===== src/rtl/rx_pkg.sv =====
package rx_pkg;
  typedef enum logic [1:0] {
    ST_IDLE  = 2'd0,
    ST_START = 2'd1,
    ST_DATA  = 2'd2,
    ST_STOP  = 2'd3
  } rx_state_e;
endpackage


===== src/rtl/rx_sync.sv =====
module rx_sync #(
  parameter int STAGES = 2
) (
  input  logic clk,
  input  logic rst,
  input  logic din,
  output logic dout
);
  logic [STAGES-1:0] chain_q;

  generate
    for (genvar i = 0; i < STAGES; i++) begin : g_stage
      if (i == 0) begin : g_first
        always_ff @(posedge clk) begin
          if (rst) chain_q[0] <= 1'b1;
          else     chain_q[0] <= din;
        end
      end else begin : g_next
        always_ff @(posedge clk) begin
          if (rst) chain_q[i] <= 1'b1;
          else     chain_q[i] <= chain_q[i-1];
        end
      end
    end
  endgenerate

  assign dout = chain_q[STAGES-1];
endmodule


===== src/rtl/rx_baud.sv =====
module rx_baud #(
  parameter int DIV = 1600
) (
  input  logic clk,
  input  logic rst,
  input  logic run,
  input  logic rearm,
  output logic tick
);
  localparam int CW   = $clog2(DIV);
  localparam int HALF = DIV / 2;

  logic [CW-1:0] cnt_q;

  always_ff @(posedge clk) begin
    if (rst) begin
      cnt_q <= CW'(DIV - 1);
    end else if (rearm) begin
      cnt_q <= CW'(HALF - 1);
    end else if (run) begin
      if (cnt_q == '0) cnt_q <= CW'(DIV - 1);
      else             cnt_q <= cnt_q - 1'b1;
    end
  end

  assign tick = run && (cnt_q == '0);

  // with DIV >= 4 two ticks are never adjacent
  p_tick_gap_r9: assert property (@(posedge clk) disable iff (rst)
    tick |=> !tick);
endmodule


===== src/rtl/rx_frame.sv =====
module rx_frame
  import rx_pkg::*;
#(
  parameter int DATA_W = 8
) (
  input  logic              clk,
  input  logic              rst,
  input  logic              line,
  input  logic              tick,
  output logic              run,
  output logic              rearm,
  output logic [DATA_W-1:0] rx_buf,
  output logic              dec_clr,
  output logic              buf_load,
  output logic              dec_fire,
  output logic              frm_err
);
  localparam int CNT_W   = $clog2(DATA_W + 2);
  localparam int CLR_AT  = DATA_W - 1;
  localparam int LOAD_AT = DATA_W;

  rx_state_e         state_q;
  logic [CNT_W-1:0]  bit_cnt;
  logic [CNT_W-1:0]  cnt_nxt;
  logic [DATA_W-1:0] shreg;

  assign cnt_nxt = bit_cnt + 1'b1;
  assign run     = (state_q != ST_IDLE);
  assign rearm   = (state_q == ST_IDLE) && !line;

  always_ff @(posedge clk) begin
    if (rst) begin
      state_q  <= ST_IDLE;
      bit_cnt  <= '0;
      shreg    <= '0;
      rx_buf   <= '0;
      dec_clr  <= 1'b0;
      buf_load <= 1'b0;
      dec_fire <= 1'b0;
      frm_err  <= 1'b0;
    end else begin
      dec_clr  <= 1'b0;
      buf_load <= 1'b0;
      dec_fire <= 1'b0;
      case (state_q)
        ST_IDLE: begin
          bit_cnt <= '0;
          if (!line) state_q <= ST_START;
        end
        ST_START: begin
          if (tick) state_q <= line ? ST_IDLE : ST_DATA;
        end
        ST_DATA: begin
          if (tick) begin
            shreg   <= {line, shreg[DATA_W-1:1]};
            bit_cnt <= cnt_nxt;
            if (cnt_nxt == CNT_W'(CLR_AT)) dec_clr <= 1'b1;
            if (cnt_nxt == CNT_W'(LOAD_AT)) begin
              buf_load <= 1'b1;
              rx_buf   <= {line, shreg[DATA_W-1:1]};
              state_q  <= ST_STOP;
            end
          end
        end
        ST_STOP: begin
          if (tick) begin
            bit_cnt  <= cnt_nxt;
            dec_fire <= 1'b1;
            frm_err  <= !line;
            state_q  <= ST_IDLE;
          end
        end
        default: state_q <= ST_IDLE;
      endcase
    end
  end

  // the three sequence pulses never overlap
  p_pulse_excl_r7: assert property (@(posedge clk) disable iff (rst)
    $onehot0({dec_clr, buf_load, dec_fire}));
  // the decoder clear is a single-cycle pulse
  p_clr_single_r5: assert property (@(posedge clk) disable iff (rst)
    dec_clr |=> !dec_clr);
  // the buffer changes only together with its load strobe
  p_buf_hold_r6: assert property (@(posedge clk) disable iff (rst)
    !buf_load |-> (rx_buf == $past(rx_buf)));
  // the framing flag changes only with the decode trigger
  p_ferr_hold_r8: assert property (@(posedge clk) disable iff (rst)
    !dec_fire |-> $stable(frm_err));
  // after the trigger the receiver is back at idle
  p_fire_idle_r7: assert property (@(posedge clk) disable iff (rst)
    dec_fire |-> (state_q == ST_IDLE));
endmodule


===== src/rtl/serial_rx_decode.sv =====
module serial_rx_decode #(
  parameter int DIV         = 1600,
  parameter int DATA_W      = 8,
  parameter int SYNC_STAGES = 2
) (
  input  logic              clk,
  input  logic              rst,
  input  logic              rxd,
  output logic [DATA_W-1:0] rx_buf,
  output logic              dec_clr,
  output logic              buf_load,
  output logic              dec_fire,
  output logic              frm_err
);
  logic line_s;
  logic tick;
  logic run;
  logic rearm;

  rx_sync #(.STAGES(SYNC_STAGES)) sync_i (
    .clk (clk),
    .rst (rst),
    .din (rxd),
    .dout(line_s)
  );

  rx_baud #(.DIV(DIV)) baud_i (
    .clk  (clk),
    .rst  (rst),
    .run  (run),
    .rearm(rearm),
    .tick (tick)
  );

  rx_frame #(.DATA_W(DATA_W)) frame_i (
    .clk     (clk),
    .rst     (rst),
    .line    (line_s),
    .tick    (tick),
    .run     (run),
    .rearm   (rearm),
    .rx_buf  (rx_buf),
    .dec_clr (dec_clr),
    .buf_load(buf_load),
    .dec_fire(dec_fire),
    .frm_err (frm_err)
  );
endmodule


===== config.mk =====
export PLATFORM = sky130hd
export DESIGN_NAME = serial_rx_decode
export DESIGN_NICKNAME = d
export VERILOG_FILES = /design/src/rtl/rx_pkg.sv /design/src/rtl/rx_sync.sv /design/src/rtl/rx_baud.sv /design/src/rtl/rx_frame.sv /design/src/rtl/serial_rx_decode.sv
export SDC_FILE = /design/constraint.sdc
export NUM_CORES = 1
export LEC_CHECK = 0
export CAP_MARGIN = 10
export CORE_ASPECT_RATIO = 1.1
export CORE_UTILIZATION = 42
export CTS_BUF_LIST = sky130_fd_sc_hd__clkbuf_4 sky130_fd_sc_hd__clkbuf_8
export DETAILED_ROUTE_END_ITERATION = 10
export GPL_TIMING_DRIVEN = 1
export HOLD_SLACK_MARGIN = 0.15
export MAX_ROUTING_LAYER = met4
export PLACE_DENSITY = 0.7
export SLEW_MARGIN = 30
export SYNTH_ARGS = -nofsm -noshare
export SYNTH_HDL_FRONTEND = slang
export SYNTH_SLANG_ARGS = --single-unit

===== constraint.sdc =====
create_clock -name clk -period 5.1 [get_ports clk]
set_input_delay 0.765 -clock clk [delete_from_list [all_inputs] [get_ports clk]]
set_output_delay 0.765 -clock clk [all_outputs]
set_load 0.05 [all_outputs]

==> results.cfg, run 1 <==
[synthesis]
synth-xor-area-share_pct = 3.23
synth_area_sq_mm = 0.00163
ys_seq_elements = 38
synth_top_family_by_area = simple AND/OR/NAND/NOR gates
ys_types = 34
syn_nets = 201
synthMuxAreaShare_pct = 0
synth_top_area_share_pct = 46.7
synthAdderAreaFrac_pct = 2.31
yosysMostFrequentCell = dfxtp_1
synth-compound-area-share_pct = 17.9
syn_avg_cell_area_sq_um = 8.35
synthArstFlopShare_pct = 0
ys_top_cells_by_area = dfxtp_1 (47%), a21oi_1 (6.8%), nand2_1 (6.0%)
synth_commonest_cells = dfxtp_1 (38), nand2_1 (26), a21oi_1 (22), o21ai_0 (16), nand3_1 (14)
ys_seq_area_share_pct = 46.7
yosys_most_used_dff = dfxtp_1
synth_top_area_cell = dfxtp_1
synth_edf_count = 0
yosys.area_share.simple_pct = 25.4
yosys_warnings = 0
syn_inst = 195

[critical_path]
crit_fanout = 7
critPathKind = reg -> reg
crit_arrival_ps = 2530
end_kind = flip-flop
regToRegStartpoint = baud_i.cnt_q[8]$_SDFFE_PP0P_
reg2reg_depth = 4
reg2reg_setup_slack_ps = 2760
critPathLaunchType = flip-flop
r2r_end = baud_i.cnt_q[6]$_SDFFE_PP0P_
cp.required_ps = 5290

[die]
rows = 23
die_width_um = 61.4
die_area_sq_mm = 0.00413
design.portCount = 15
start_util_pct = 44.2
core_sq_mm = 0.00368
die_h_um = 67.3

[hold_path]
min_from = sync_i.chain_q[0]$_SDFF_PP1_
hold_path.class = reg -> reg
min_to = sync_i.dout$_SDFF_PP1_
holdPathStages = 1

[route]
ant_nets = 0
routedWlPerCell_um = 11.8
drc = 0
wl_um = 3010
dr.pass1.iters = 4
vias = 1339
routed_via_density = 5.27
drtIter0Drc = 35

[sta]
period_share_pct = 45.9
skew_ps = 3.95
min_period_ps = 2340
setup_ws_ps = 2760
finalMaxSlewViolations = 0
hold_viol_final = 0
worst_slew_pin_slew_ps = 776
setup_viol = 0
tns_ps = 0
max_freq_ghz = 0.427
whs_ps = 414
relSlewSlack_pct = 47.8
rsz0062_at_grt = no

[global_routing]
met3_usage_pct = 4.60
grt_use_total_pct = 17.6
grt_pass1_wl_um = 5200
antenna_found_initial = 0
overflow = 0
grt_pass1_vias = 1202
grtUsageMet1_pct = 21.3
grtUsageMet2_pct = 27.6
grt_busiest_layer = met2
grt_max_degree = 30

[flow_run]
maxCapViolCount = 0

[clocking]
clock_latency_ps = 290
cts_root_buf = clkbuf_8
cts_sinks = 38
ctsHoldBuffers = 0
cts_tree = yes
clockBufferDepth = 2
htreeDepth = 2
clk_pin_slew_ps = 70
cts_setup_buffers = 0
postCtsResizedCells = 0
numCtsBuffers = 5

[finish]
drive_gt1_share_pct = 7.84
syn2layout_area_growth_pct = 14.1
n_antenna_cell = 0
fin_nets = 210

[pwr]
p_per_area_mw_per_mm2 = 276
power_mw = 0.513
leakagePower_nw = 0.658
vdd_drop_max_uv = 166

[outcome]
status = completed

[placed_design]
port_buffers = 14
hpwl_um = 2010
place.gp.congestion = 0.777
place_worst_setup_slack_ps = 2210
[sequential cells by signal, summed over array words and instances, names as in the netlist, named ones only]
signal / cells
frame_i.dec_fire: 1
frame_i.bit_cnt: 4
frame_i.buf_load: 1
frame_i.dec_clr: 1
frame_i.frm_err: 1
frame_i.state_q: 1
sync_i.dout: 1
baud_i.cnt_q: 11
frame_i.shreg: 7
sync_i.chain_q: 1
frame_i.rx_buf: 8
[layout make-up]
type / instances / area, sq um
well taps: 50 / 62.6
multi-input cells: 139 / 795
fillers: 378 / 1830
flip-flops and latches: 38 / 761
clock buffers: 5 / 68.8
repair buffers: 15 / 143
clock inverters: 2 / 10.0
inverters: 5 / 18.8
[cells by family after synthesis]
| logic type | Yosys count |
|---|---|
| compound gates | 50 |
| simple gates | 80 |
| buf+inv | 18 |
| xor+xnor | 6 |
| flops | 38 |
| fa+ha+maj | 3 |
[how the worst max path moves through the flow]
| stage | start | depth (start not counted) | end |
|---|---|---|---|
| after global routing | baud_i.cnt_q[8]$_SDFFE_PP0P_ | 4 | baud_i.cnt_q[7]$_SDFFE_PP0P_ |
| after CTS | rst | 3 | baud_i.cnt_q[2]$_SDFFE_PP1P_ |
| after detailed placement | rst | 3 | baud_i.cnt_q[2]$_SDFFE_PP1P_ |
| final | baud_i.cnt_q[8]$_SDFFE_PP0P_ | 4 | baud_i.cnt_q[6]$_SDFFE_PP0P_ |
| after global placement | rst | 3 | baud_i.cnt_q[2]$_SDFFE_PP1P_ |
| after floorplan | baud_i.cnt_q[8]$_SDFFE_PP0P_ | 7 | frame_i.rx_buf[4]$_SDFFE_PP0P_ |
[layer usage]
metal  routed length [um]  vias up
li1                     -      698
met4                   61        0
met5                    0        -
met1                 1410      620
met2                 1440       15
met3                   85        6
[metrics by stage]
step,instance area [sq um],cells,util (%)
2_1_floorplan,1630,195,-
3_3_place_gp,1780,247,48.4
4_1_cts,1860,254,50.6
3_5_place_dp,1780,247,48.4
5_1_grt,1860,254,50.4
6_report,1860,254,50.4
[cell usage in the layout (no fill, tap or decap), drive strengths merged, types with 5 or more instances in the layout]
cell and instances:
a21oi 22, clkdlybuf4s50 13, nand2 26, clkbuf 5
nand3 14, nor3 8, nor2 5, dfxtp 38
inv 5, o21ai 16
[report_power, final]
group          switching (mW)  internal [mW]  total, mW
sequential            0.00333          0.300      0.303
combinational         0.00897        0.00533     0.0143
clock                   0.104         0.0917      0.196
total                   0.117          0.397      0.513
[critical path: stages (launching register included)]
cell      delay (ps)
dfxtp_1          340
or4_1            660
nor4_1           640
a211oi_1         350
and2_1           240
(Power assumes the default switching activity.)
==> run 2: changes to the inputs <==
==> constraint.sdc (replaced) <==
create_clock -name clk -period 2.2 [get_ports clk]
set_input_delay 0.33 -clock clk [delete_from_list [all_inputs] [get_ports clk]]
set_output_delay 0.33 -clock clk [all_outputs]
set_load 0.05 [all_outputs]
==> run 2 against run 1 <==
  * Power is 140% higher
  * Routed wire length increased by 4.1%
  * Worst setup slack got worse by 2600 ps
  * Non-clock buffer count up 7
  * Hold slack better by 1.5 ps
  * Sequential share of layout area decreased by 1.6 points
  * Combinational power increased to 2.8 times the previous value
  * Maximum frequency up 14%
  * Global-route usage up 0.23 points
==> results.cfg, run 2 (synthesis gave the netlist of run 1 again) <==
[outcome]
status = completed

[sta]
rsz0062_at_grt = no
finalMaxSlewViolations = 0
setup_viol = 0
setup_ws_ps = 142
skew_ps = 5.86
max_freq_ghz = 0.486
min_period_ps = 2060
relSlewSlack_pct = 44.4
whs_ps = 415
period_share_pct = 93.5
hold_viol_final = 0
worst_slew_pin_slew_ps = 829
tns_ps = 0

[route]
wl_um = 3130
dr.pass1.iters = 4
drc = 0
ant_nets = 0
routedWlPerCell_um = 11.9
vias = 1373
drtIter0Drc = 31
routed_via_density = 5.24

[critical_path]
critPathLaunchType = flip-flop
cp.required_ps = 2360
crit_arrival_ps = 2220
crit_fanout = 17
startpoint = baud_i.cnt_q[8]$_SDFFE_PP0P_
path_cells = or4_1 > or4_1 > buf_4 > o21ai_0 > a21oi_1
reg2reg_setup_slack_ps = 140
cpPeakStageDelay_ps = 630
crit_path_frequent_cell = or4_1
critPathKind = reg -> reg
regToRegStartpoint = baud_i.cnt_q[8]$_SDFFE_PP0P_
end_kind = flip-flop
path_delay_family = simple AND/OR/NAND/NOR gates
crit_path_top_delay_cell = or4_1
worst-path-buf-inv = 1

[die]
die_width_um = 61.4
rows = 23
die_area_sq_mm = 0.00413
start_util_pct = 44.2
core_sq_mm = 0.00368
design.portCount = 15
die_h_um = 67.3

[placed_design]
placedInstanceArea_sq_mm = 0.00184
place_worst_setup_slack_ps = 155
hpwl_um = 2120
place.gp.congestion = 0.791
port_buffers = 14

[finish]
syn2layout_area_growth_pct = 18.7
largest_reg_flops = 11
multi_input_area_sq_um = 795
fin_nets = 217
seqCellArea_sq_um = 761
final_area_sq_mm = 0.00193
reg_top3 = baud_i.cnt_q: 11 flops, frame_i.rx_buf: 8 flops, frame_i.shreg: 7 flops
layout_common_cells = dfxtp_1 (38), nand2_1 (26), a21oi_1 (22)
final_common_cell = dfxtp_1
n_antenna_cell = 0
fillers = 384
largest-register = baud_i.cnt_q
drive_gt1_share_pct = 10.8

[clocking]
cts_sinks = 38
htreeDepth = 2
clock_latency_ps = 280
cts_root_buf = clkbuf_8
cts_tree = yes
clockBufferDepth = 2
ctsHoldBuffers = 0
cts_setup_buffers = 0
postCtsResizedCells = 0
numCtsBuffers = 5
clk_pin_slew_ps = 70

[global_routing]
grt_pass1_vias = 1217
overflow = 0
grt_use_total_pct = 17.8
grt_pass1_wl_um = 5350
grt_max_degree = 29
antenna_found_initial = 0

[hold_path]
hold_path.class = reg -> reg
min_from = sync_i.chain_q[0]$_SDFF_PP1_

[flow_run]
maxCapViolCount = 0

[pwr]
power_mw = 1.23
leakagePower_nw = 0.696
vdd_drop_max_uv = 438
p_per_area_mw_per_mm2 = 637
## run 2: changes by cell type in the layout (fill, tap and decap cells not counted), sizes merged
| cell | before | now |
|---|---|---|
| clkinv | 2 | 1 |
| clkbuf | 5 | 6 |
| buf | 2 | 8 |
| clkdlybuf4s50 | 13 | 14 |
| clkinvlp | 0 | 1 |
## run 2: worst reg2reg max path, delay by kind of cell, from the launching register on
kind / cells / cell delay, ps
AO/OA/AOI/OAI: 2 / 270
AND/OR/NAND/NOR: 2 / 1130
flip-flops: 1 / 330
buffers and inverters: 1 / 200
## run 2: path summary, 6_finish.rpt
| kind | to | cells after the start |
|---|---|---|
| setup / recovery | frame_i.rx_buf[5]$_SDFFE_PP0P_ | 5 |
| hold / removal | sync_i.dout$_SDFF_PP1_ | 1 |
| setup reg to reg | frame_i.rx_buf[5]$_SDFFE_PP0P_ | 5 |
| hold reg to reg | sync_i.dout$_SDFF_PP1_ | 1 |
## run 2: metrics by stage
stage | utilization (%) | std cells
6_report | 52.4 | 262
5_1_grt | 52.4 | 262
4_1_cts | 52.4 | 262
3_5_place_dp | 49.9 | 254
3_3_place_gp | 49.9 | 254
2_1_floorplan | - | 195
## run 2: power breakdown
part           switching [mW]  internal [mW]  leakage (nW)
Combinational          0.0244         0.0157         0.342
Clock                   0.238          0.252        0.0472
Sequential            0.00587          0.694         0.307
Total                   0.268          0.962         0.696
## run 2: layout make-up
cell class / count / share of cell area [%]
multi-input combinational: 139 / 41.1
sequential: 38 / 39.4
timing repair buffer: 22 / 10.4
clock buffer: 6 / 4.27
tap: 50 / 3.24
inverter: 5 / 0.972
clock inverter: 2 / 0.648
## run 2: routing by layer
layer | share of wire (%) | GRT usage (%) | vias up
met4 | 1.5 | 7.50 | 0
li1 | - | - | 715
met3 | 3.0 | 4.60 | 4
met1 | 49 | 21.8 | 635
met2 | 47 | 27.7 | 19
met5 | 0 | - | -
==> run 3: changes to the inputs <==
==> constraint.sdc (replaced) <==
create_clock -name clk -period 2.05 [get_ports clk]
set_input_delay 0.3075 -clock clk [delete_from_list [all_inputs] [get_ports clk]]
set_output_delay 0.3075 -clock clk [all_outputs]
set_load 0.05 [all_outputs]
==> run 3 against run 2 <==
  * Design area increased by 3.2%
  * Clock skew rose by 2.6 ps
  * Sequential cell count stayed put
  * Hold slack gained 4.1 ps
  * Critical path depth unchanged
  * Critical endpoint is now frame_i.rx_buf[7]$_SDFFE_PP0P_
  * Non-clock buffer count up 4
  * Worst setup slack lost 52 ps
  * Final cell count increased by 1.5%
  * Combinational power is 20% higher
  * Maximum frequency rose by 5.0%
==> results.cfg, run 3 (synthesis gave the netlist of run 1 again) <==
[outcome]
status = completed

[critical_path]
reg2reg_setup_slack_ps = 90
startpoint = baud_i.cnt_q[8]$_SDFFE_PP0P_
crit_arrival_ps = 2140
cp.required_ps = 2230
critPathLaunchType = flip-flop
regToRegStartpoint = baud_i.cnt_q[8]$_SDFFE_PP0P_
critPathCapture = frame_i.rx_buf[7]$_SDFFE_PP0P_
critPathKind = reg -> reg
end_kind = flip-flop
crit_fanout = 17
r2r_end = frame_i.rx_buf[7]$_SDFFE_PP0P_
reg2reg_depth = 5

[clocking]
clock_latency_ps = 300
ctsHoldBuffers = 0
htreeDepth = 2
cts_sinks = 38
cts_tree = yes
cts_root_buf = clkbuf_8
numCtsBuffers = 5
clk_pin_slew_ps = 80
clockBufferDepth = 2

[pwr]
p_per_area_mw_per_mm2 = 720
combPwrFrac_pct = 3.3
seqPwrFrac_pct = 52.3
swShare_pct = 21.5
p_int_mw = 1.13
vdd_drop_max_uv = 326
clkPwrFrac_pct = 44.4
switchingPower_mw = 0.308
power_mw = 1.44
leakagePower_nw = 0.724

[sta]
max_freq_ghz = 0.510
whs_ps = 419
setup_viol = 0
hold_viol_final = 0
finalMaxSlewViolations = 0
relSlewSlack_pct = 60.6
rsz0062_at_grt = no
worst_slew_pin_slew_ps = 588
period_share_pct = 95.6
skew_ps = 8.48
min_period_ps = 1960

[global_routing]
grt_pass1_vias = 1214
grt_pass1_wl_um = 5300
grt_max_degree = 29
grt_use_total_pct = 18.1
antenna_found_initial = 0
overflow = 0

[die]
start_util_pct = 44.2
die_area_sq_mm = 0.00413
rows = 23
design.portCount = 15
die_width_um = 61.4
die_h_um = 67.3
core_sq_mm = 0.00368

[finish]
n_antenna_cell = 0
drive_gt1_share_pct = 13.9
reg_top3 = baud_i.cnt_q: 11 flops, frame_i.rx_buf: 8 flops, frame_i.shreg: 7 flops
final_common_cell = dfxtp_1
largest_reg_flops = 11
fin_cells = 266
largest-register = baud_i.cnt_q
layout_common_cells = dfxtp_1 (38), nand2_1 (26), a21oi_1 (22)
fin_nets = 221
syn2layout_area_growth_pct = 22.5

[placed_design]
placedCellCount = 258
port_buffers = 14
hpwl_um = 2170
place.gp.congestion = 0.755

[route]
wl_um = 3110
drtIter0Drc = 73
routedWlPerCell_um = 11.7
ant_nets = 0
routed_via_density = 5.28
dr.pass1.iters = 4
drc = 0
vias = 1404

[hold_path]
hold_path.class = reg -> reg

[flow_run]
maxCapViolCount = 0
[run 3: repair_timing]
action | CTS | global route
gates resized for setup | 0 | 2
setup buffers | 0 | 0
endpoints found under the setup margin | 0 | 12
[run 3: how the worst min path moves through the flow]
stage | from | cells past startpoint | end
after floorplan | sync_i.chain_q[0]$_SDFF_PP1_ | 1 | sync_i.dout$_SDFF_PP1_
after global placement | sync_i.chain_q[0]$_SDFF_PP1_ | 1 | sync_i.dout$_SDFF_PP1_
after detailed placement | sync_i.chain_q[0]$_SDFF_PP1_ | 1 | sync_i.dout$_SDFF_PP1_
after CTS | sync_i.chain_q[0]$_SDFF_PP1_ | 1 | sync_i.dout$_SDFF_PP1_
after global routing | sync_i.chain_q[0]$_SDFF_PP1_ | 1 | sync_i.dout$_SDFF_PP1_
final | sync_i.chain_q[0]$_SDFF_PP1_ | 1 | sync_i.dout$_SDFF_PP1_
[run 3: metal layers]
metal  vias up  routed length (um)  track usage, %
met5         -                   0               -
met4         0                  51            8.33
met3         7                  89            4.60
met2        22                1510            28.8
met1       655                1460            21.2
li1        720                   -               -
[run 3: worst max-delay path: stages (launching register included)]
cell and delay [ps]:
dfxtp_1 310, or4_4 570, or4_1 480, buf_4 200, o21ai_0 190, a21oi_1 90
[run 3: final cells by class]
class                   count  area [sq um]
clock buffers               5          68.8
clock inverters             3          45.0
fillers                   363          1690
inverters                   5          18.8
multi-input cells         139           808
flip-flops and latches     38           761
well taps                  50          62.6
repair buffers             26           230
[run 3: power groups by stage]
stage / combinational (mW) / clock [mW] / sequential (mW)
2_1_floorplan: 0.0299 / 0 / 0.766
3_3_place_gp: 0.0473 / 0 / 0.768
3_5_place_dp: 0.0473 / 0 / 0.768
4_1_cts: 0.0475 / 0.656 / 0.750
5_1_grt: 0.0539 / 0.695 / 0.752
6_report: 0.0480 / 0.637 / 0.750
[run 3: stage by stage]
step | area (sq um) | utilization (%) | setup slack [ps] | setup TNS [ps]
after floorplan | 1630 | - | -9.42 | -9.42
after global placement | 1870 | 50.7 | 84.3 | 0
after detailed placement | 1870 | 50.7 | 20.0 | 0
after CTS | 1980 | 53.8 | 16.6 | 0
after global routing | 1990 | 54.1 | 7.11 | 0
final | 1990 | 54.1 | 89.9 | 0
